### config.mk
export PLATFORM = sky130hd
export DESIGN_NAME = vaddr_seg_xlate
export DESIGN_NICKNAME = d
export VERILOG_FILES = /design/src/rtl/xlate_pkg.sv /design/src/rtl/seg_classify.sv /design/src/rtl/tlb_resolve.sv /design/src/rtl/fault_regs.sv /design/src/rtl/vaddr_seg_xlate.sv
export SDC_FILE = /design/constraint.sdc
export NUM_CORES = 1
export LEC_CHECK = 0
export BUFFER_PORTS_ARGS = -buffer_cell sky130_fd_sc_hd__clkbuf_2
export CELL_PAD_IN_SITES_DETAIL_PLACEMENT = 1
export CELL_PAD_IN_SITES_GLOBAL_PLACEMENT = 2
export CORE_ASPECT_RATIO = 1.75
export CORE_UTILIZATION = 24
export CTS_BUF_LIST = sky130_fd_sc_hd__clkbuf_4 sky130_fd_sc_hd__clkbuf_8
export CTS_CLUSTER_DIAMETER = 40
export DETAILED_ROUTE_END_ITERATION = 10
export PLACE_DENSITY_LB_ADDON = 0.1
export SETUP_SLACK_MARGIN = 0.3
export SYNTH_ARGS = -nofsm -noshare
export SYNTH_HDL_FRONTEND = slang
export SYNTH_SLANG_ARGS = --single-unit
### constraint.sdc
create_clock -name clk -period 2.3 [get_ports clk]
set_clock_uncertainty 0.15 [all_clocks]
set_input_delay 0.345 -clock clk [delete_from_list [all_inputs] [get_ports clk]]
set_output_delay 0.345 -clock clk [all_outputs]
set_load 0.02 [all_outputs]
### src/rtl/xlate_pkg.sv
package xlate_pkg;

  typedef enum logic [4:0] {
    EXC_NONE = 5'd0,
    EXC_MOD  = 5'd1,
    EXC_TLBL = 5'd2,
    EXC_TLBS = 5'd3,
    EXC_ADEL = 5'd4,
    EXC_ADES = 5'd5
  } exc_code_e;

  typedef enum logic [2:0] {
    SEG_LOW_MAPPED,
    SEG_LOW_RAW,
    SEG_KDIRECT_C,
    SEG_KDIRECT_U,
    SEG_HIGH_MAPPED,
    SEG_ILLEGAL
  } seg_kind_e;

endpackage

### src/rtl/seg_classify.sv
module seg_classify
  import xlate_pkg::*;
#(
  parameter int VA_W = 32
) (
  input  logic [VA_W-1:0] va,
  input  logic            user,
  input  logic            erl,
  output seg_kind_e       kind,
  output logic [VA_W-1:0] direct_pa
);

  localparam int TOP_W = 3;
  localparam int LOW_W = VA_W - TOP_W;

  logic [TOP_W-1:0] top;
  assign top = va[VA_W-1 -: TOP_W];

  always_comb begin
    kind      = SEG_HIGH_MAPPED;
    direct_pa = va;
    if (user && va[VA_W-1]) begin
      kind = SEG_ILLEGAL;
    end else if (!va[VA_W-1]) begin
      kind = erl ? SEG_LOW_RAW : SEG_LOW_MAPPED;
    end else begin
      unique case (top)
        3'b100: begin
          kind      = SEG_KDIRECT_C;
          direct_pa = {{TOP_W{1'b0}}, va[LOW_W-1:0]};
        end
        3'b101: begin
          kind      = SEG_KDIRECT_U;
          direct_pa = {{TOP_W{1'b0}}, va[LOW_W-1:0]};
        end
        default: kind = SEG_HIGH_MAPPED;
      endcase
    end
  end

endmodule

### src/rtl/tlb_resolve.sv
module tlb_resolve
  import xlate_pkg::*;
#(
  parameter int PFN_W = 20,
  parameter int OFF_W = 12
) (
  input  logic                   is_store,
  input  logic                   hit,
  input  logic                   valid,
  input  logic                   dirty,
  input  logic [PFN_W-1:0]       pfn,
  input  logic [OFF_W-1:0]       offset,
  output exc_code_e              exc,
  output logic [PFN_W+OFF_W-1:0] pa
);

  assign pa = {pfn, offset};

  always_comb begin
    if (!hit || !valid) begin
      exc = is_store ? EXC_TLBS : EXC_TLBL;
    end else if (is_store && !dirty) begin
      exc = EXC_MOD;
    end else begin
      exc = EXC_NONE;
    end
  end

endmodule

### src/rtl/fault_regs.sv
module fault_regs #(
  parameter int VA_W       = 32,
  parameter int OFF_W      = 12,
  parameter int ASID_W     = 8,
  parameter int CTX_KEEP_W = 9
) (
  input  logic                  clk,
  input  logic                  rst,
  input  logic                  capture,
  input  logic [VA_W-1:0]       va,
  input  logic [CTX_KEEP_W-1:0] ctx_keep,
  input  logic [ASID_W-1:0]     asid,
  output logic [VA_W-1:0]       badvaddr,
  output logic [VA_W-1:0]       context_q,
  output logic [VA_W-1:0]       entryhi
);

  localparam int PAIR_W = VA_W - OFF_W - 1;
  localparam int CPAD_W = VA_W - CTX_KEEP_W - PAIR_W;
  localparam int EPAD_W = OFF_W - ASID_W;

  always_ff @(posedge clk) begin
    if (rst) begin
      badvaddr  <= '0;
      context_q <= '0;
      entryhi   <= '0;
    end else if (capture) begin
      badvaddr  <= va;
      context_q <= {ctx_keep, va[VA_W-1:OFF_W+1], {CPAD_W{1'b0}}};
      entryhi   <= {va[VA_W-1:OFF_W], {EPAD_W{1'b0}}, asid};
    end
  end

  AST_CAPTURE_HOLD: assert property (@(posedge clk) disable iff (rst)
    !capture |=> ($stable(badvaddr) && $stable(context_q) && $stable(entryhi)));
  AST_BADADDR_LOAD: assert property (@(posedge clk) disable iff (rst)
    capture |=> (badvaddr == $past(va)));

endmodule

### src/rtl/vaddr_seg_xlate.sv
module vaddr_seg_xlate
  import xlate_pkg::*;
#(
  parameter int VA_W       = 32,
  parameter int OFF_W      = 12,
  parameter int ASID_W     = 8,
  parameter int CTX_KEEP_W = 9
) (
  input  logic                    clk,
  input  logic                    rst,
  input  logic                    req_valid,
  input  logic [VA_W-1:0]         req_vaddr,
  input  logic                    req_store,
  input  logic                    mode_user,
  input  logic                    err_level,
  input  logic [CTX_KEEP_W-1:0]   ctx_keep_in,
  input  logic [ASID_W-1:0]       asid_in,
  output logic                    tlb_req,
  output logic [VA_W-OFF_W-1:0]   tlb_vpn,
  input  logic                    tlb_hit,
  input  logic                    tlb_valid,
  input  logic                    tlb_dirty,
  input  logic [VA_W-OFF_W-1:0]   tlb_pfn,
  output logic                    rsp_valid,
  output logic                    rsp_fault,
  output logic [4:0]              rsp_exc,
  output logic [VA_W-1:0]         rsp_paddr,
  output logic [VA_W-1:0]         badvaddr,
  output logic [VA_W-1:0]         context_reg,
  output logic [VA_W-1:0]         entryhi
);

  localparam int PFN_W = VA_W - OFF_W;

  seg_kind_e        kind;
  logic [VA_W-1:0]  direct_pa;
  exc_code_e        tlb_exc;
  logic [VA_W-1:0]  tlb_pa;
  exc_code_e        exc_n;
  logic [VA_W-1:0]  pa_n;
  logic             mapped;
  logic             fault_n;
  logic             capture;

  seg_classify #(.VA_W(VA_W)) u_classify (
    .va        (req_vaddr),
    .user      (mode_user),
    .erl       (err_level),
    .kind      (kind),
    .direct_pa (direct_pa)
  );

  tlb_resolve #(.PFN_W(PFN_W), .OFF_W(OFF_W)) u_resolve (
    .is_store (req_store),
    .hit      (tlb_hit),
    .valid    (tlb_valid),
    .dirty    (tlb_dirty),
    .pfn      (tlb_pfn),
    .offset   (req_vaddr[OFF_W-1:0]),
    .exc      (tlb_exc),
    .pa       (tlb_pa)
  );

  assign mapped  = (kind == SEG_LOW_MAPPED) || (kind == SEG_HIGH_MAPPED);
  assign tlb_req = req_valid && mapped;
  assign tlb_vpn = req_vaddr[VA_W-1:OFF_W];

  always_comb begin
    if (kind == SEG_ILLEGAL) begin
      exc_n = req_store ? EXC_ADES : EXC_ADEL;
      pa_n  = direct_pa;
    end else if (mapped) begin
      exc_n = tlb_exc;
      pa_n  = tlb_pa;
    end else begin
      exc_n = EXC_NONE;
      pa_n  = direct_pa;
    end
  end

  assign fault_n = (exc_n != EXC_NONE);
  assign capture = req_valid && fault_n;

  always_ff @(posedge clk) begin
    if (rst) begin
      rsp_valid <= 1'b0;
      rsp_fault <= 1'b0;
      rsp_exc   <= 5'd0;
      rsp_paddr <= '0;
    end else begin
      rsp_valid <= req_valid;
      rsp_fault <= capture;
      rsp_exc   <= req_valid ? exc_n : EXC_NONE;
      rsp_paddr <= (req_valid && !fault_n) ? pa_n : '0;
    end
  end

  fault_regs #(
    .VA_W(VA_W), .OFF_W(OFF_W), .ASID_W(ASID_W), .CTX_KEEP_W(CTX_KEEP_W)
  ) u_fault (
    .clk       (clk),
    .rst       (rst),
    .capture   (capture),
    .va        (req_vaddr),
    .ctx_keep  (ctx_keep_in),
    .asid      (asid_in),
    .badvaddr  (badvaddr),
    .context_q (context_reg),
    .entryhi   (entryhi)
  );

  AST_USER_HIGH_FAULT: assert property (@(posedge clk) disable iff (rst)
    (req_valid && mode_user && req_vaddr[VA_W-1]) |=>
      (rsp_fault && (rsp_exc == 5'd4 || rsp_exc == 5'd5)));
  AST_USER_HIGH_NO_TLB: assert property (@(posedge clk) disable iff (rst)
    (req_valid && mode_user && req_vaddr[VA_W-1]) |-> !tlb_req);
  AST_ERL_PASSTHRU: assert property (@(posedge clk) disable iff (rst)
    (req_valid && err_level && !req_vaddr[VA_W-1]) |=>
      (!rsp_fault && rsp_paddr == $past(req_vaddr)));
  AST_RSP_FOLLOWS_REQ: assert property (@(posedge clk) disable iff (rst)
    req_valid |=> rsp_valid);

endmodule

* Word-level counts from Yosys, hierarchy flattened
Index checks and enable logic that the tools add are counted.
** Word-level totals
- Logic and storage cells :: 44
- Register bits :: 127
** Operators by class
- Equality and inequality tests :: 4
- Bitwise operators :: 2
- Multiplexer cells :: 15
- Reductions and logical operators :: 16
** Operators by type and width (number)
- 32-bit two-way mux :: 5
- 5-bit two-way mux :: 3
- 3-bit == test, second input constant :: 4
- 3-bit two-way mux :: 2
- 3-bit case mux with 2 select lines :: 1
- 2-bit OR reduction :: 3
- 1-bit logical AND :: 5
- 5-bit nonzero test :: 1
- 1-bit zero test :: 4
- 1-bit two-way mux :: 4
- 3-bit zero test :: 1
- 1-bit logical OR :: 2
- 1-bit inverter :: 2

* Longest topological paths before layout
Gate-level depths: netlist of run 1.
- Depth after elaboration :: 13
- Gate-level depth with buffers :: 8
- Gate-level depth less buffers :: 4

* Hierarchy
A second synthesis of run 1 with hierarchy kept.
** Second synthesis, totals
- Cell total of the unflattened synthesis :: 438
- Area total of the unflattened synthesis :: 4410.5 um2
** By module, submodules not included
- fault_regs :: cells an instance 206, instances 1, area each 2100.8 um2, sequential area each 980.9 um2
- vaddr_seg_xlate :: cells an instance 155, instances 1, area each 1754.2 um2, sequential area each 780.7 um2
- tlb_resolve :: cells an instance 39, instances 1, area each 280.3 um2, sequential area each 0.0 um2
- seg_classify :: cells an instance 38, instances 1, area each 275.3 um2, sequential area each 0.0 um2

* Worst setup path before layout of run 1
No wires, ideal clock.
- Path type :: input to output
- Start :: input port req_vaddr[31]
- End :: output port tlb_req
- Path slack :: 0.468 ns
- Arrival time :: 1.337 ns
- Cell stages on the path :: 5
- Path buffers :: 2
- Path through :: buf_6 > and3b_4 > or2_2 > clkbuf_1 > and2_1
** On the way
- Word-level cells in the longest chain between the ends :: 7
** Ends and longest elaborated chain
- from (decl) :: line vaddr_seg_xlate.sv:12 : input logic [VA_W-1:0] req_vaddr,
- 3-bit == test :: line seg_classify.sv:27 : unique case (top)
- 3-bit case mux with 2 select lines :: line seg_classify.sv:27
- 3-bit two-way mux :: line seg_classify.sv:24 : end else if (!va[VA_W-1]) begin
- 3-bit two-way mux (*) :: line seg_classify.sv:22 : if (user && va[VA_W-1]) begin
- 3-bit == test / 3-bit zero test (equally long branches) :: line vaddr_seg_xlate.sv:64 : assign mapped = (kind == SEG_LOW_MAPPED) || (kind == SEG_HIGH_MAPPED);
- 1-bit logical OR (*) :: line vaddr_seg_xlate.sv:64
- 1-bit logical AND (*) :: line vaddr_seg_xlate.sv:65 : assign tlb_req = req_valid && mapped;
- to (decl) :: line vaddr_seg_xlate.sv:18 : output logic tlb_req,
Mark *: on every way between the ends. The rest lies on a longest branch, timed or not.

* Final worst setup path of run 1
Ends and elaborated chain as after synthesis.

==> impl_metrics.ini, run 1 <==
[layout]
drive_above_1_share_pct = 42.5
antenna_cells = 0
final_cell_area_mm2 = 0.00504
area_delta_synth_final_pct = 26.7
layout.nets = 663
nFillCells = 1950

[yosys]
ys_ff_latch = 86
synth_cell_types = 25
yosysSeqAreaShare_pct = 43.3
synth_warnings = 0
netlist_area_mm2 = 0.00398
syn-mean-instance-area_um2 = 9.33
netlist_instances = 426

[power]
ir_worst_vdd_mv = 0.242
power_uw = 3470
powerDensity_mw_per_mm2 = 689
cellLeakagePower_uw = 0.00249

[grt]
grt_max_degree = 99
grt_pass1_wl_um = 16800
first_global_vias = 3207
overflow = 0
antenna_found_initial = 0
grt_use_total_pct = 13.0

[setup_path]
critical_path_class = primary input to output pin
cp-end-kind = output pin
crit_fanout = 10
cp.arrival_ns = 1.37
crit_required_ns = 1.80
worst_setup_path_start_kind = primary input

[sta]
hold_violations = 0
tightest_slew_ns = 0.717
max_freq_ghz = 0.535
slew_violations = 0
finalSetupTns_ns = 0
finalCritPeriodShare_pct = 81.2
setup_viol = 0
rsz0062_at_grt = false
slew_headroom_pct = 52.2
finalCriticalPeriod_ns = 1.87

[run]
cap_violations = 0

[route]
avgViaCountPerCell = 4.18
antenna_left = 0
drt_first_pass_iters = 4
drt-total-wl_um = 11200
drc_errors = 0
drt-initial-drc-count = 50
wl_per_cell_um = 14.4
vias = 3257

[clock_network]
clockBufferDepth = 2
cts_tree = yes
hold_buffers = 0
cts.sinks = 86
cts_resized = 0
clkLatencyLatePin_ns = 0.34
cts_buffers = 9
post_cts_buffers = 0
clkTransAtPathRegs_ns = 0.09
h-tree-depth = 3
cts_root_buf = clkbuf_8

[placed_design]
gp_congestion = 0.648
dpl_cell_area_mm2 = 0.00482
hpwl_um = 8560
io_buffers = 223

[die]
die-area_mm2 = 0.0171
core_area_mm2 = 0.0160
io_pins = 234
die_y_um = 172
start_util_pct = 24.8
fp-row-count = 61
die_w_um = 99.3

[worst_hold_path]
hold_path_class = primary input to flop

[run_status]
status = finished, final reports clean
-- flip-flops by register name, summed over array words and instances, names as in the netlist --
register and count:
u_fault.context_q 10, u_fault.entryhi 8, u_fault.badvaddr 31, rsp_fault 1
rsp_exc 3, rsp_paddr 32, rsp_valid 1
-- critical path, stage by stage --
cell	delay (ns)
clkbuf_2	0.18
and3b_4	0.24
or2_2	0.28
and2_1	0.16
clkbuf_2	0.16
-- per-stage QoR --
step	instances	util [%]	setup WS, ns	hold slack (ns)
final	779	31.4	0.432	0.0536
after global placement	763	30.1	0.359	0.307
after global routing	779	31.4	0.369	0.0328
after floorplan	435	-	0.468	0.311
after detailed placement	763	30.1	0.350	0.314
after CTS	779	31.4	0.419	0.0241
-- metal layers --
layer	track usage [%]	vias to the layer above	wire, µm
met5	0	-	0
met4	4.60	0	127
met3	3.23	5	622
met2	24.1	134	6120
met1	14.1	1524	4380
li1	-	1594	-
-- worst paths after layout --
kind                                                          from                                 end  slack, ns  cells past startpoint
worst max-delay path                                 req_vaddr[31]                             tlb_req       0.43                      5
worst min register to register    u_fault.badvaddr[9]$_SDFFE_PP0P_    u_fault.badvaddr[9]$_SDFFE_PP0P_       0.33                      2
worst min-delay path                                  req_vaddr[4]             rsp_paddr[4]$_SDFF_PP0_       0.05                      2
worst max register to register  u_fault.context_q[22]$_SDFFE_PP0P_  u_fault.context_q[22]$_SDFFE_PP0P_       1.46                      2
-- layout by cell type, fill, tap and decap left out, drive strengths merged --
cell type	synthesis	final
o21a	1	1
or2	1	1
a211o	1	1
inv	1	1
dfxtp	86	86
nor3	2	2
clkbuf	16	235
nand2	39	39
nor2	7	7
nor2b	2	2
a22oi	1	1
a21oi	20	20
a211oi	2	2
conb	1	10
or3	1	1
and3b	1	1
buf	77	9
and2	14	14
mux2i	50	50
nand2b	100	100
clkinv	0	2
bufinv	0	1
nand3	1	1
o211a	1	1
o211ai	1	1
clkinvlp	0	1
-- Yosys cell counts, drive strengths merged --
cell,count,area [µm²]
inv,1,3.75
a21oi,20,100
or2,1,6.26
or3,1,6.26
buf,77,591
nand2,39,146
and3b,1,12.5
a211oi,2,15.0
conb,1,3.75
nor3,2,10.0
o21a,1,7.51
nor2,7,26.3
mux2i,50,500
and2,14,87.6
o211ai,1,7.51
a211o,1,8.76
nand3,1,5.00
dfxtp,86,1720
nor2b,2,12.5
clkbuf,16,60.1
nand2b,100,626
a22oi,1,7.51
o211a,1,10.0
-- power breakdown --
| group | total, µW | switching, µW | internal [µW] |
|---|---|---|---|
| Sequential | 1620 | 49.0 | 1570 |
| Clock | 1150 | 567 | 579 |
| Combinational | 710 | 434 | 276 |
| Total | 3470 | 1050 | 2420 |
-- area by class of cell --
cell class / instances / area (µm²) / share of cell area, %
timing repair buffer: 232 / 1220 / 24.2
sequential: 86 / 1720 / 34.2
tap: 189 / 236 / 4.69
multi-input combinational: 255 / 1640 / 32.6
clock inverter: 4 / 55.1 / 1.09
clock buffer: 12 / 159 / 3.15
inverter: 1 / 3.75 / 0.0745
-- logic make-up (layout without fill, tap and decap cells) --
kind of cell | count (synthesis) | after routing | share of synthesized area, %
buffers and inverters | 94 | 249 | 16.5
and+or+nand+nor | 168 | 168 | 23.6
muxes | 50 | 50 | 12.6
AOI/OAI and AO/OA | 27 | 27 | 3.93
other | 1 | 10 | 0.0943
DFF | 86 | 86 | 43.3
Power figures use the tool's default switching activity.
==> inputs of run 2 (changes only) <==
==> constraint.sdc (replaced) <==
create_clock -name clk -period 1.8 [get_ports clk]
set_clock_uncertainty 0.15 [all_clocks]
set_input_delay 0.27 -clock clk [delete_from_list [all_inputs] [get_ports clk]]
set_output_delay 0.27 -clock clk [all_outputs]
set_load 0.02 [all_outputs]
==> impl_metrics.ini, run 2 (synthesis gave the netlist of run 1 again) <==
[layout]
drive_above_1_share_pct = 40.5
layout.nets = 725
final_cell_mix = 219 x clkbuf_2, 100 x nand2b_1, 86 x dfxtp_1
largest_reg_flops = 32
final_cell_area_mm2 = 0.00572
regMostFlops = rsp_paddr
antenna_cells = 0
area_delta_synth_final_pct = 43.8
multi_input_area_mm2 = 0.00167
reg.largest.list = rsp_paddr x32, u_fault.badvaddr x31, u_fault.context_q x10
layout_commonest_cell = clkbuf_2
nFillCells = 1921
regArea_mm2 = 0.00172

[setup_path]
crit_path_frequent_cell = buf_8
crit_chain = buf_8 -> and3b_4 -> or2_4 -> and2_4 -> buf_8
slowest_delay_ns = 0.25
crit_fanout = 3
cp-startpoint = req_vaddr[30]
r2r_slack_ns = 0.97
worst_setup_path_start_kind = primary input
reg2reg_depth = 2
critical_path_buf_inv_count = 2
cp.arrival_ns = 1.07
worstSetupEndpoint = tlb_req
rr_endpoint = u_fault.context_q[22]$_SDFFE_PP0P_
crit_path_top_delay_cell = or2_4
cp_top_family = simple AND/OR/NAND/NOR gates
crit_required_ns = 1.38
r2r-start = u_fault.context_q[22]$_SDFFE_PP0P_
critical_path_class = primary input to output pin
cp.depth = 5
cp-end-kind = output pin

[placed_design]
gp_congestion = 0.690
hpwl_um = 8820
io_buffers = 223
dpl_cell_area_mm2 = 0.00486

[die]
die-area_mm2 = 0.0171
die_w_um = 99.3
fp-row-count = 61
core_area_mm2 = 0.0160
die_y_um = 172
io_pins = 234
start_util_pct = 24.8

[route]
wl_per_cell_um = 14.5
antenna_left = 0
avgViaCountPerCell = 4.17
drc_errors = 0
drt-total-wl_um = 12200
vias = 3508
drt_first_pass_iters = 4
drt-initial-drc-count = 66

[sta]
finalCritPeriodShare_pct = 83.0
finalCriticalPeriod_ns = 1.49
setup_viol = 0
hold_violations = 0
rsz0062_at_grt = true
finalSetupTns_ns = 0
slew_violations = 0
slew_headroom_pct = 51.2
tightest_slew_ns = 0.732
max_freq_ghz = 0.670

[grt]
grt_pass1_wl_um = 18200
antenna_found_initial = 0
first_global_vias = 3509
grt_max_degree = 99
grt_use_total_pct = 14.0
overflow = 0

[power]
clockPowerShare_pct = 32.2
intPower_uw = 3200
p_switching_uw = 1390
seq_power_share_pct = 45.1
p_sw_share_pct = 30.3
cellLeakagePower_uw = 0.00277
powerDensity_mw_per_mm2 = 802
ir_worst_vdd_mv = 0.316
combinationalPowerShare_pct = 22.7

[clock_network]
clockBufferDepth = 2
h-tree-depth = 3
cts_tree = yes
cts_buffers = 9
clkTransAtPathRegs_ns = 0.09
cts_root_buf = clkbuf_8
cts.sinks = 86
clkLatencyLatePin_ns = 0.35

[worst_hold_path]
hold_depth = 3
hold_path_class = primary input to flop

[run]
cap_violations = 0

[run_status]
status = finished, final reports clean
[run 2: changes by cell type in the layout (fill, tap and decap cells not counted), sizes merged]
cell | previous run | this run
buf | 9 | 21
clkbuf | 235 | 231
dlygate4sd3 | 0 | 54
[run 2: layout make-up]
class	instances	area share, %
clock buffer	12	2.78
inverter	1	0.0657
multi-input combinational	255	29.2
sequential	86	30.1
clock inverter	4	0.963
timing repair buffer	294	32.7
tap	189	4.14
[run 2: worst min-delay path by stage]
stage	end	slack, ns	startpoint
3_3_place_gp	u_fault.badvaddr[3]$_SDFFE_PP0P_	0.31	u_fault.badvaddr[3]$_SDFFE_PP0P_
2_1_floorplan	rsp_exc[0]$_SDFF_PP0_	0.24	req_store
5_1_grt	rsp_paddr[20]$_SDFF_PP0_	0.006	req_vaddr[20]
4_1_cts	rsp_paddr[13]$_SDFF_PP0_	0.002	req_vaddr[13]
3_5_place_dp	u_fault.badvaddr[9]$_SDFFE_PP0P_	0.31	u_fault.badvaddr[9]$_SDFFE_PP0P_
6_report	u_fault.badvaddr[19]$_SDFFE_PP0P_	0.02	req_vaddr[19]
[run 2: power groups by stage]
stage                     combinational (µW)  sequential (µW)  clock (µW)
final                                   1040             2070        1480
after global routing                    1130             2080        1640
after CTS                               1040             2070        1550
after detailed placement                 941             2110           0
after global placement                   931             2110           0
after floorplan                          569             2230           0
[run 2: worst register-to-register path, delay by kind of cell, from the launching register on]
| kind | cells | cell delay (ns) |
|---|---|---|
| multiplexers | 1 | 0.12 |
| flip-flops | 1 | 0.41 |
| AND/OR/NAND/NOR | 1 | 0.08 |
[run 2: per-stage QoR]
step	setup slack (ns)	hold slack, ns	cells	power, µW	utilization [%]
after floorplan	0.0702	0.236	435	2800	-
after global placement	0.00998	0.309	769	3040	30.3
after detailed placement	-0.0201	0.314	769	3060	30.3
after CTS	0.269	0.00221	838	4670	35.1
after global routing	0.248	0.00648	841	4860	35.7
final	0.307	0.0249	841	4590	35.7
[run 2: repair_timing]
item,CTS,global route
resized for setup,6,20
cloned,0,1
hold buffers,52,2
pin swaps,0,6
hold endpoints to repair,51,2
setup endpoints to repair,1,24
buffers inserted,1,0
[run 2: layer usage]
layer  track usage [%]  wire length, µm
met2              25.8             6570
met4              5.37              224
met5                 0                0
met1              15.1             4760
met3              3.76              642
